File: src/rtl/i80_seq_pkg.sv
// Shared definitions for the 8080-style write sequencer.
// Assumes one phase is active at a time and the encoding is private to the block.
package i80_seq_pkg;

    typedef enum logic [2:0] {
        PH_IDLE      = 3'd0,
        PH_CS_SETUP  = 3'd1,
        PH_WR_SETUP  = 3'd2,
        PH_WR_ACTIVE = 3'd3,
        PH_WR_HOLD   = 3'd4
    } phase_t;

endpackage

File: src/rtl/i80_phase_timer.sv
// Phase length down-counter.
// A load writes the phase value. Each later cycle decrements the count
// until it reaches zero. done is high in the last cycle of a phase, so a
// phase loaded with N lasts N+1 cycles.
// Assumes load is asserted exactly on the edge that enters a phase.
module i80_phase_timer #(
    parameter int CW = 4
) (
    input  logic          clk,
    input  logic          rst_n,
    input  logic          load,
    input  logic [CW-1:0] load_val,
    output logic          done
);

    logic [CW-1:0] count_q;

    // Load on phase entry, otherwise count down to zero and hold there.
    always_ff @(posedge clk) begin
        if (!rst_n) begin
            count_q <= '0;
        end else if (load) begin
            count_q <= load_val;
        end else if (count_q != '0) begin
            count_q <= count_q - 1'b1;
        end
    end

    // Terminal count marks the final cycle of the current phase.
    always_comb begin
        done = (count_q == '0);
    end

endmodule

File: src/rtl/i80_phase_fsm.sv
// Phase sequencer: idle, address setup, strobe setup, strobe active, hold.
// Leaves idle on acceptance and steps one phase each time the timer
// reports done. Assumes done is valid in every non-idle cycle.
module i80_phase_fsm
    import i80_seq_pkg::*;
(
    input  logic   clk,
    input  logic   rst_n,
    input  logic   accept,
    input  logic   done,
    output phase_t phase,
    output phase_t phase_next,
    output logic   phase_load
);

    phase_t phase_q;

    // Next-phase selection from the current phase and the timer.
    always_comb begin
        phase_next = phase_q;
        unique case (phase_q)
            PH_IDLE:      if (accept) phase_next = PH_CS_SETUP;
            PH_CS_SETUP:  if (done)   phase_next = PH_WR_SETUP;
            PH_WR_SETUP:  if (done)   phase_next = PH_WR_ACTIVE;
            PH_WR_ACTIVE: if (done)   phase_next = PH_WR_HOLD;
            PH_WR_HOLD:   if (done)   phase_next = PH_IDLE;
            default:                  phase_next = PH_IDLE;
        endcase
    end

    // The timer reloads on every step into a counted phase.
    always_comb begin
        phase_load = (phase_next != phase_q) && (phase_next != PH_IDLE);
    end

    // Phase register with synchronous reset to idle.
    always_ff @(posedge clk) begin
        if (!rst_n) phase_q <= PH_IDLE;
        else        phase_q <= phase_next;
    end

    // Expose the registered phase.
    always_comb begin
        phase = phase_q;
    end

endmodule

File: src/rtl/i80_xfer_latch.sv
// Request capture register.
// Holds the select bit, data word and the three later phase lengths from
// the accepted request for the whole transfer. The first phase length is
// used straight from the input on the accepting edge, so it is not stored.
// The held lengths reset to a setup of 0, a strobe width of 1 and a hold of 0.
module i80_xfer_latch #(
    parameter int DW = 16,
    parameter int CW = 4,
    parameter logic [CW-1:0] RST_WR_SETUP  = '0,
    parameter logic [CW-1:0] RST_WR_ACTIVE = CW'(1),
    parameter logic [CW-1:0] RST_WR_HOLD   = '0
) (
    input  logic          clk,
    input  logic          rst_n,
    input  logic          capture,
    input  logic          in_rs,
    input  logic [DW-1:0] in_data,
    input  logic [CW-1:0] in_wr_setup,
    input  logic [CW-1:0] in_wr_active,
    input  logic [CW-1:0] in_wr_hold,
    output logic          held_rs,
    output logic [DW-1:0] held_data,
    output logic [CW-1:0] held_wr_setup,
    output logic [CW-1:0] held_wr_active,
    output logic [CW-1:0] held_wr_hold
);

    // Take a snapshot of the request only on the accepting edge.
    always_ff @(posedge clk) begin
        if (!rst_n) begin
            held_rs        <= 1'b0;
            held_data      <= '0;
            held_wr_setup  <= RST_WR_SETUP;
            held_wr_active <= RST_WR_ACTIVE;
            held_wr_hold   <= RST_WR_HOLD;
        end else if (capture) begin
            held_rs        <= in_rs;
            held_data      <= in_data;
            held_wr_setup  <= in_wr_setup;
            held_wr_active <= in_wr_active;
            held_wr_hold   <= in_wr_hold;
        end
    end

endmodule

File: src/rtl/i80_write_seq.sv
// 8080-style parallel LCD write-cycle sequencer (top).
// Accepts one request per transfer and frames the write strobe with four
// programmable phases, each lasting its value plus one clock. Bus strobes
// are decoded from the registered phase.
// Assumes clk is the internal video clock and the panel samples on the
// rising strobe.
module i80_write_seq
    import i80_seq_pkg::*;
#(
    parameter int DW = 16,
    parameter int CW = 4
) (
    input  logic          clk,
    input  logic          rst_n,
    input  logic          in_valid,
    output logic          in_ready,
    input  logic          in_rs,
    input  logic [DW-1:0] in_data,
    input  logic [CW-1:0] cfg_cs_setup,
    input  logic [CW-1:0] cfg_wr_setup,
    input  logic [CW-1:0] cfg_wr_active,
    input  logic [CW-1:0] cfg_wr_hold,
    output logic          lcd_rs,
    output logic          lcd_cs_n,
    output logic          lcd_wr_n,
    output logic [DW-1:0] lcd_data,
    output logic          lcd_oe,
    output logic          busy
);

    phase_t        phase;
    phase_t        phase_next;
    logic          phase_load;
    logic          timer_done;
    logic          accept;
    logic [CW-1:0] load_val;
    logic [CW-1:0] held_wr_setup;
    logic [CW-1:0] held_wr_active;
    logic [CW-1:0] held_wr_hold;

    // Handshake: ready only while idle.
    always_comb begin
        in_ready = (phase == PH_IDLE);
        accept   = in_valid && in_ready;
    end

    // Length of the phase being entered: the first comes from the live input.
    always_comb begin
        unique case (phase_next)
            PH_CS_SETUP:  load_val = cfg_cs_setup;
            PH_WR_SETUP:  load_val = held_wr_setup;
            PH_WR_ACTIVE: load_val = held_wr_active;
            PH_WR_HOLD:   load_val = held_wr_hold;
            default:      load_val = '0;
        endcase
    end

    i80_phase_fsm u_fsm (
        .clk        (clk),
        .rst_n      (rst_n),
        .accept     (accept),
        .done       (timer_done),
        .phase      (phase),
        .phase_next (phase_next),
        .phase_load (phase_load)
    );

    i80_phase_timer #(.CW(CW)) u_timer (
        .clk      (clk),
        .rst_n    (rst_n),
        .load     (phase_load),
        .load_val (load_val),
        .done     (timer_done)
    );

    i80_xfer_latch #(.DW(DW), .CW(CW)) u_latch (
        .clk            (clk),
        .rst_n          (rst_n),
        .capture        (accept),
        .in_rs          (in_rs),
        .in_data        (in_data),
        .in_wr_setup    (cfg_wr_setup),
        .in_wr_active   (cfg_wr_active),
        .in_wr_hold     (cfg_wr_hold),
        .held_rs        (lcd_rs),
        .held_data      (lcd_data),
        .held_wr_setup  (held_wr_setup),
        .held_wr_active (held_wr_active),
        .held_wr_hold   (held_wr_hold)
    );

    // Bus strobe decode from the registered phase.
    always_comb begin
        busy     = (phase != PH_IDLE);
        lcd_cs_n = !((phase == PH_WR_SETUP) || (phase == PH_WR_ACTIVE) ||
                     (phase == PH_WR_HOLD));
        lcd_wr_n = (phase != PH_WR_ACTIVE);
        lcd_oe   = (phase == PH_WR_ACTIVE) || (phase == PH_WR_HOLD);
    end

endmodule

File: config.mk
export PLATFORM = sky130hd
export DESIGN_NAME = i80_write_seq
export DESIGN_NICKNAME = d
export VERILOG_FILES = /design/src/rtl/i80_seq_pkg.sv /design/src/rtl/i80_phase_timer.sv /design/src/rtl/i80_phase_fsm.sv /design/src/rtl/i80_xfer_latch.sv /design/src/rtl/i80_write_seq.sv
export SDC_FILE = /design/constraint.sdc
export NUM_CORES = 1
export LEC_CHECK = 0
export ABC_CLOCK_PERIOD_IN_PS = 2900
export BUFFER_PORTS_ARGS = -buffer_cell sky130_fd_sc_hd__buf_2
export CAP_MARGIN = 30
export CORE_UTILIZATION = 50
export DETAILED_ROUTE_END_ITERATION = 10
export PLACE_DENSITY = 0.79
export SLEW_MARGIN = 30
export SYNTH_ARGS = -nofsm -noshare
export SYNTH_HDL_FRONTEND = slang
export SYNTH_HIERARCHICAL = 1
export SYNTH_SLANG_ARGS = --single-unit
File: constraint.sdc
create_clock -name clk -period 2.9 [get_ports clk]
set_input_delay 0.58 -clock clk [delete_from_list [all_inputs] [get_ports clk]]
set_output_delay 0.58 -clock clk [all_outputs]
set_load 0.02 [all_outputs]
## Word level (Yosys, flattened, before mapping)

Index checks and enable logic that the tools add are counted.

| storage, ports and cells | value |
|---|---|
| flip-flop bits (word level) | 36 |
| bits of input ports | 36 |
| word-level logic and storage cells | 39 |

| cells by class | value |
|---|---|
| equality and inequality tests | 10 |
| muxes and demuxes | 9 |
| add/sub/neg operators | 1 |
| reduce and logical (&&, ||, !) cells | 12 |

Operators with widths:

| cell | number |
|---|---|
| $pmux W4 S4 | 1 |
| $mux W3 | 5 |
| $pmux W3 S5 | 1 |
| $eq A3 B2 Y1 const B | 4 |
| $mux W4 | 2 |
| $eq A3 B1 Y1 const B | 2 |
| $eq A3 B3 Y1 const B | 2 |
| $reduce_bool A3 Y1 | 2 |
| $logic_not A4 Y1 | 1 |
| $reduce_bool A4 Y1 | 1 |
| $sub A4 B1 Y4 const B | 1 |
| $logic_not A3 Y1 | 1 |
| $logic_or A1 B1 Y1 | 3 |
| $ne A3 B2 Y1 const B | 1 |
| $ne A3 B3 Y1 | 1 |
| $logic_and A1 B1 Y1 | 2 |
| $reduce_bool A2 Y1 | 1 |
| $logic_not A1 Y1 | 1 |

## Logic depth before layout (Yosys ltp)

Gate-level depths: netlist of the first run.

| logic depth | value |
|---|---|
| depth in word-level cells | 7 |
| mapped depth | 10 |
| depth with buffers taken out | 9 |

## Hierarchy

The synthesis of the first run kept the hierarchy.

Modules (own cells, without submodules):

| module | cells an instance | area an instance (µm²) | instances |
|---|---|---|---|
| i80_xfer_latch | 93 | 1101.1 | 1 |
| i80_phase_timer | 23 | 230.2 | 1 |
| i80_write_seq | 25 | 226.5 | 1 |
| i80_phase_fsm | 20 | 177.7 | 1 |

## Worst setup path after synthesis of the first run

Ideal clock, no wire load.

| timing path | value |
|---|---|
| kind | register -> register |
| start point | register u_fsm.phase_q[2], in the netlist u_fsm/phase[2] |
| end point | register u_timer.count_q[2] |
| setup slack | 0.534 ns |
| arrival | 2.307 ns |
| buffers on the path | 0 |
| cell stages (with the launch flop) | 10 |
| data required time | 2.841 ns |
| cells stage by stage | dfxtp_1 > or3_4 > inv_2 > and2_1 > mux2i_1 > a211oi_1 > nand2b_1 > o211ai_1 > nand2b_1 > o211a_1 |

| on the way | value |
|---|---|
| cells in the longest elaborated chain, start to end | 7 |

Ends and longest elaborated chain:

| item | RTL line | source |
|---|---|---|
| from (decl) | i80_phase_fsm.sv:16 | `phase_t phase_q;` |
| from (signal assigned) | i80_phase_fsm.sv:39 | `else phase_q <= phase_next;` |
| $logic_not A3 Y1 (*) | i80_write_seq.sv:43 | `in_ready = (phase == PH_IDLE);` |
| via in_ready | i80_write_seq.sv:16 | `output logic in_ready,` |
| $logic_and A1 B1 Y1 (*) | i80_write_seq.sv:44 | `accept = in_valid && in_ready;` |
| via accept | i80_write_seq.sv:35 | `logic accept;` |
| $mux W3 (*) | i80_phase_fsm.sv:22 | `PH_IDLE: if (accept) phase_next = PH_CS_SETUP;` |
| $pmux W3 S5 (*) | i80_phase_fsm.sv:21 | `unique case (phase_q)` |
| via phase_next[0] | i80_write_seq.sv:32 | `phase_t phase_next;` |
| $eq A3 B3 Y1, or another cell as far along | i80_write_seq.sv:49 | `unique case (phase_next)` |
| $pmux W4 S4 (*) | i80_write_seq.sv:49 |  |
| via load_val[2] | i80_write_seq.sv:36 | `logic [CW-1:0] load_val;` |
| $mux W4 (*) | i80_phase_timer.sv:22 | `end else if (load) begin` |
| to (signal assigned) | i80_phase_timer.sv:23 | `count_q <= load_val;` |
| to (signal assigned) | i80_phase_timer.sv:25 | `count_q <= count_q - 1'b1;` |
| to (decl) | i80_phase_timer.sv:16 | `logic [CW-1:0] count_q;` |

The timed path passes the listed nets; every way through them passes the cells marked *.
A chain may end at the register's enable or synchronous reset.

## Final worst setup path of the first run

| timing path | value |
|---|---|
| start point | register u_fsm.phase_q[2], in the netlist u_fsm/phase[2] |
| end point | register u_timer.count_q[2] |

| on the way | value |
|---|---|
| cells in the longest elaborated chain, start to end | 7 |

Ends and longest elaborated chain:

| item | RTL line |
|---|---|
| $logic_not A3 Y1 (*) | i80_write_seq.sv:43 |
| $logic_and A1 B1 Y1 (*) | i80_write_seq.sv:44 |
| via accept | i80_write_seq.sv:35 |
| $mux W3 (*) | i80_phase_fsm.sv:22 |
| $pmux W3 S5 (*) | i80_phase_fsm.sv:21 |
| via phase_next[0] | i80_write_seq.sv:32 |
| $eq A3 B3 Y1, or another cell as far along | i80_write_seq.sv:49 |
| $pmux W4 S4 (*) | i80_write_seq.sv:49 |
| via load_val[2] | i80_write_seq.sv:36 |
| $mux W4 (*) | i80_phase_timer.sv:22 |

Marked as above.

==> impl_metrics.py, run 1 <==
metrics = {
    "outcome": {
        "outcome": "finished clean",
    },
    "floorplan": {
        "pin_count": 58,
        "die_h_um": 60.9,
        "die_w_um": 60.9,
        "core-area_um2": 3340,
        "start_util_pct": 52.0,
        "num_rows": 21,
        "die-area_um2": 3710,
    },
    "grt": {
        "antenna_found_initial": 0,
        "overflow": 0,
        "grt_pass1_wl_um": 4770,
        "grt_max_degree": 37,
        "track_usage_pct": 17.6,
        "grt_pass1_vias": 1126,
    },
    "logic_synthesis": {
        "yosys_register_bits": 36,
        "synth_warnings": 6,
        "synth_edf_count": 0,
        "ys_seq_area_share_pct": 41.5,
        "ys.flop_type": "dfxtp_1",
        "syn_area_um2": 1740,
        "syn-num-nets": 198,
        "ys_types": 36,
        "synthArstFlopShare_pct": 0,
        "synth_cells": 161,
        "synth_area_per_cell_um2": 10.8,
    },
    "setup_path": {
        "arrival_ns": 2.73,
        "crit_buf_inv": 2,
        "critPathLaunchType": "flip-flop",
        "crit_path_start": "u_fsm/phase[2]$_SDFF_PN0_",
        "crit_chain": "or3_4, inv_2, and2_2, mux2i_1, a211oi_1, buf_4, nand2b_1, o211ai_1, nand2b_1, o211a_1",
        "critical_path_class": "reg2reg",
        "critPathSlowestCell": "or3_4",
        "worstPathMaxFanout": 10,
        "critical_path_required_ns": 3.19,
        "slowest_delay_ns": 0.42,
        "worst_path_most_repeated_cell": "nand2b_1",
        "r2r_start": "u_fsm/phase[2]$_SDFF_PN0_",
        "critPathTopFamily": "simple AND/OR/NAND/NOR gates",
        "critPathCaptureType": "flip-flop",
    },
    "sta": {
        "finalMaxSlewViolations": 0,
        "hold_violations": 0,
        "max_freq_ghz": 0.409,
        "finalCritPeriodShare_pct": 84.3,
        "min_period_ns": 2.44,
        "tightest_slew_ns": 0.504,
        "fin_worst_skew_ns": 0.00949,
        "rsz0062_at_grt": "no",
        "setup_viol": 0,
        "slew_headroom_pct": 66.4,
        "tns_ns": 0,
    },
    "final_layout": {
        "layout.nets": 259,
        "fin_util_pct": 63.3,
        "diodes": 0,
        "layout.cells.non_filler": 269,
        "drive_gt1_share_pct": 35.4,
        "synthToLayoutAreaGrowth_pct": 21.7,
    },
    "place": {
        "dp_hpwl_um": 2230,
        "place_inst": 261,
        "place.gp.congestion": 0.748,
        "place.port_buffers": 57,
    },
    "clocking": {
        "post_cts_buffers": 0,
        "worstSkewPairLatency_ns": 0.35,
        "cts_buffers": 5,
        "clk_path_buf_depth": 2,
        "cts.sinks": 36,
        "cts_root_buf": "clkbuf_4",
        "h-tree-depth": 2,
        "clkSlewWorstSetupHoldPaths_ns": 0.12,
        "hold_buffers": 0,
        "cts_resized": 0,
        "cts_tree": "yes",
    },
    "route": {
        "dr.pass1.iters": 4,
        "drc": 0,
        "wl_per_cell_um": 11.6,
        "ant_nets": 0,
        "wl_um": 3110,
        "avgViaCountPerCell": 5.01,
        "drtIter0Drc": 25,
        "vias": 1349,
    },
    "power_and_ir_drop": {
        "p_leak_nw": 0.918,
        "vdd_drop_max_mv": 0.484,
        "power.density_nw_per_um2": 877,
    },
    "min_path": {
        "min-delay-start": "cfg_wr_active[0]",
        "hold_class": "in2reg",
    },
    "run": {
        "cap_violations": 0,
    },
}
## cells in the mapped netlist (all sizes together), types with 2 or more instances
cell | n | area [um^2]
dfxtp | 36 | 721
mux2i | 36 | 360
nor2b | 28 | 175
nand4bb | 8 | 90.1
buf | 4 | 46.3
inv | 4 | 15.0
nand2b | 4 | 25.0
o211ai | 4 | 30.0
a21oi | 3 | 15.0
clkbuf | 3 | 12.5
nand2 | 3 | 11.3
nand3 | 3 | 15.0
o21ai | 3 | 18.8
a211oi | 2 | 15.0
a21bo | 2 | 20.0
and2 | 2 | 12.5
nand3b | 2 | 15.0
xnor2 | 2 | 17.5
## registers in the layout (all words and copies together) (netlist names)
signal / count
u_latch/held_wr_setup: 4
u_latch/held_data: 16
u_latch/held_rs: 1
u_latch/held_wr_active: 4
u_timer/count_q: 4
u_latch/held_wr_hold: 4
u_fsm/phase: 3
## power breakdown
part	internal, mW	leakage, nW	switching (mW)	total (mW)
sequential	0.596	0.296	0.0778	0.673
combinational	0.445	0.595	0.464	0.909
clock	0.0953	0.0274	0.175	0.270
total	1.14	0.918	0.716	1.85
## worst min-delay path: cells and delay by family
kind / cells / cell delay, ns
buffers and inverters: 1 / 0.07
and+or+nand+nor: 1 / 0.06
muxes: 1 / 0.05
## metal layers
layer / vias up / track usage [%] / part of all wire (%)
met2: 29 / 26.1 / 45
met4: 0 / 7.79 / 1.6
met3: 7 / 5.76 / 4.5
li1: 695 / - / -
met5: - / 0 / 0
met1: 618 / 23.4 / 49
## cells in the final DEF (no fill, tap or decap), types with 4 or more instances in the layout
cell,synthesis,final
nor2b_1,28,28
clkbuf_4,0,5
nand4bb_1,8,8
buf_2,0,57
mux2i_1,36,36
dfxtp_1,36,36
buf_4,2,4
o211ai_1,4,4
nand2b_1,4,4
## cell families after synthesis
family / after synthesis / share of synthesized area [%]
flip-flops: 36 / 41.5
buffers and inverters: 11 / 4.25
adder cells (fa/ha/maj): 1 / 0.721
XOR/XNOR: 2 / 1.01
AND/OR/NAND/NOR: 57 / 23.9
multiplexers: 37 / 21.4
AO/OA/AOI/OAI: 17 / 7.14
## through the flow
stage | cell area [um^2] | power (mW) | hold WS (ns) | setup WS (ns)
final | 2110 | 1.85 | 0.441 | 0.455
after global routing | 2110 | 1.99 | 0.435 | 0.277
after global placement | 2050 | 1.59 | 0.465 | 0.565
after floorplan | 1740 | 1.41 | 0.441 | 0.534
after detailed placement | 2050 | 1.60 | 0.472 | 0.502
after CTS | 2110 | 1.87 | 0.431 | 0.453
## final timing paths
kind / to / slack [ns] / depth (start not counted)
worst max-delay path: u_timer/count_q[2]$_SDFFE_PN0P_ / 0.46 / 10
worst min-delay path: u_latch/held_wr_active[0]$_SDFFE_PN1P_ / 0.44 / 3
worst max register to register: u_timer/count_q[2]$_SDFFE_PN0P_ / 0.46 / 10
worst min register to register: u_latch/held_wr_active[0]$_SDFFE_PN1P_ / 0.50 / 2
## final cells by class
cell class,count,area [um^2]
fillers,309,1220
multi-input cells,114,942
flip-flops and latches,36,721
repair buffers,61,315
well taps,46,57.6
clock buffers,5,37.5
clock inverters,3,23.8
inverters,4,15.0
No activity file was read; power rests on OpenSTA's default activity.
==> run 2, diff against run 1 <==
Settings changed: ABC_CLOCK_PERIOD_IN_PS 2900 to 2000, CORE_UTILIZATION 50 to 45, PLACE_DENSITY 0.79 to 0.75.
Clock period 2.9 ns to 2 ns, I/O delays scaled along.
==> run 2 against run 1 <==
- sequential cell count is the same
- largest cell class unchanged
- worst setup slack lost 0.46 ns
- cell area grew 11%
- clock power grew 100%
- non-clock buffer count grew 14
- sequential power grew 42%
- power grew 74%
- wire length grew 14%
- count of clock-buffer cells in the layout grew 2
- fmax grew 22%
- die area grew 11%
==> impl_metrics.py, run 2 (same netlist as run 1, synthesis figures left out) <==
metrics = {
    "setup_path": {
        "crit_chain": "or3_4, inv_4, and2_4, or3b_2, a21oi_4, nand2b_4, o21ai_1",
        "arrival_ns": 2.17,
        "critPathCaptureType": "flip-flop",
        "critPathLaunchType": "flip-flop",
        "slowest_delay_ns": 0.48,
        "worstPathMaxFanout": 6,
        "critPathSlowestCell": "or3b_2",
        "critical_path_required_ns": 2.17,
        "critical_path_class": "reg2reg",
    },
    "power_and_ir_drop": {
        "power.density_nw_per_um2": 1370,
        "combPwrFrac_pct": 53.3,
        "pwr-share-clk_pct": 17.1,
        "pwr-share-seq_pct": 29.6,
        "total_power_mw": 3.22,
        "switching_share_pct": 35.6,
        "p_sw_mw": 1.14,
        "vdd_drop_max_mv": 0.642,
        "p_int_mw": 2.07,
        "p_leak_nw": 1.03,
    },
    "floorplan": {
        "die_h_um": 64.1,
        "num_rows": 22,
        "die-area_um2": 4110,
        "core-area_um2": 3690,
        "die_w_um": 64.1,
        "pin_count": 58,
        "start_util_pct": 47.0,
    },
    "route": {
        "wl_um": 3550,
        "ant_nets": 0,
        "avgViaCountPerCell": 4.93,
        "drc": 0,
        "wl_per_cell_um": 12.5,
        "drtIter0Drc": 68,
        "dr.pass1.iters": 4,
        "vias": 1400,
    },
    "final_layout": {
        "fin_area_um2": 2350,
        "layout.nets": 273,
        "drive_gt1_share_pct": 46.2,
        "synthToLayoutAreaGrowth_pct": 35.7,
        "layout_common_cells": "57 x buf_2, 35 x mux2i_1, 31 x dfxtp_1, 28 x nor2b_1, 15 x buf_4",
        "mostFrequentLayoutCell": "buf_2",
        "largest_reg_flops": 16,
        "diodes": 0,
        "fin_util_pct": 63.8,
        "layout.cells.non_filler": 284,
        "ff_latch_area_um2": 729,
        "multi_input_area_um2": 1010,
        "fill_cells": 330,
        "top_register": "u_latch/held_data",
    },
    "grt": {
        "overflow": 0,
        "antenna_found_initial": 0,
        "use_met1_pct": 23.2,
        "met3_usage_pct": 5.18,
        "grt_max_degree": 30,
        "grt_pass1_vias": 1309,
        "busiest_layer": "met2",
        "grt_pass1_wl_um": 5920,
        "use_met2_pct": 31.1,
        "track_usage_pct": 18.8,
    },
    "sta": {
        "slew_headroom_pct": 67.1,
        "min_period_ns": 2.00,
        "timing.hold.ws_ns": 0.338,
        "max_freq_ghz": 0.500,
        "tightest_slew_ns": 0.494,
        "tns_ns": 0,
        "finalCritPeriodShare_pct": 100,
        "hold_violations": 0,
        "finalMaxSlewViolations": 0,
        "rsz0062_at_grt": "yes",
        "setup_viol": 0,
        "setup_ws_ns": 0.0000697,
        "fin_worst_skew_ns": 0.00306,
    },
    "clocking": {
        "clk_path_buf_depth": 2,
        "cts_root_buf": "clkbuf_8",
        "h-tree-depth": 2,
        "worstSkewPairLatency_ns": 0.28,
        "cts_tree": "yes",
        "clkSlewWorstSetupHoldPaths_ns": 0.07,
        "cts_buffers": 5,
        "cts.sinks": 36,
    },
    "min_path": {
        "hold_class": "in2reg",
    },
    "place": {
        "dp_hpwl_um": 2400,
        "place.gp.congestion": 0.763,
        "dp_slack_ns": -0.101,
        "place_inst": 274,
        "place.port_buffers": 57,
        "dpl_cell_area_um2": 2190,
    },
    "run": {
        "cap_violations": 0,
    },
    "outcome": {
        "outcome": "finished clean",
    },
}
[run 2: changes by cell type in the layout (fill, tap and decap cells not counted), sizes merged]
cell / before / now
clkinv: 1 / 0
buf: 61 / 75
clkinvlp: 2 / 0
clkbuf: 5 / 7
[run 2: power by group through the flow]
stage	logic [mW]	registers, mW	clock network (mW)
global placement	1.56	0.963	0
floorplan	1.07	1.06	0
detailed placement	1.59	0.965	0
finish	1.71	0.954	0.550
CTS	1.67	0.957	0.566
global route	1.86	0.976	0.601
[run 2: path summary, 6_finish.rpt]
check             cells after the start                              startpoint                                     end  slack, ns
hold / removal                        3                        cfg_wr_active[0]  u_latch/held_wr_active[0]$_SDFFE_PN1P_       0.34
setup reg to reg                      7               u_fsm/phase[0]$_SDFF_PN0_         u_timer/count_q[0]$_SDFFE_PN0P_    0.00007
hold reg to reg                       2  u_latch/held_wr_active[0]$_SDFFE_PN1P_  u_latch/held_wr_active[0]$_SDFFE_PN1P_       0.49
setup / recovery                      7               u_fsm/phase[0]$_SDFF_PN0_         u_timer/count_q[0]$_SDFFE_PN0P_    0.00007
[run 2: cell type report]
| class | instances | area share (%) |
|---|---|---|
| clock buffers | 7 | 4.09 |
| repair buffers | 75 | 18.7 |
| multi-input cells | 114 | 42.9 |
| flip-flops and latches | 36 | 31.0 |
| inverters | 4 | 0.744 |
| well taps | 48 | 2.55 |
[run 2: timing repair]
item,4_1_cts,5_1_grt
buffers inserted,2,1
pin swaps,6,7
resized for setup,10,3
setup endpoints to repair,4,4
hold buffers,0,0
[run 2: layer usage]
metal | vias up | share of wire (%) | wire [um]
li1 | 720 | - | -
met1 | 643 | 46 | 1620
met2 | 31 | 49 | 1750
met3 | 6 | 3.6 | 128
met4 | 0 | 1.5 | 53
met5 | - | 0 | 0
[run 2: worst max-delay path: cells and delay by family (launching register included)]
family	cells	cell delay [ns]
simple gates	4	1.20
flops	1	0.34
compound gates	2	0.29
buf+inv	1	0.06
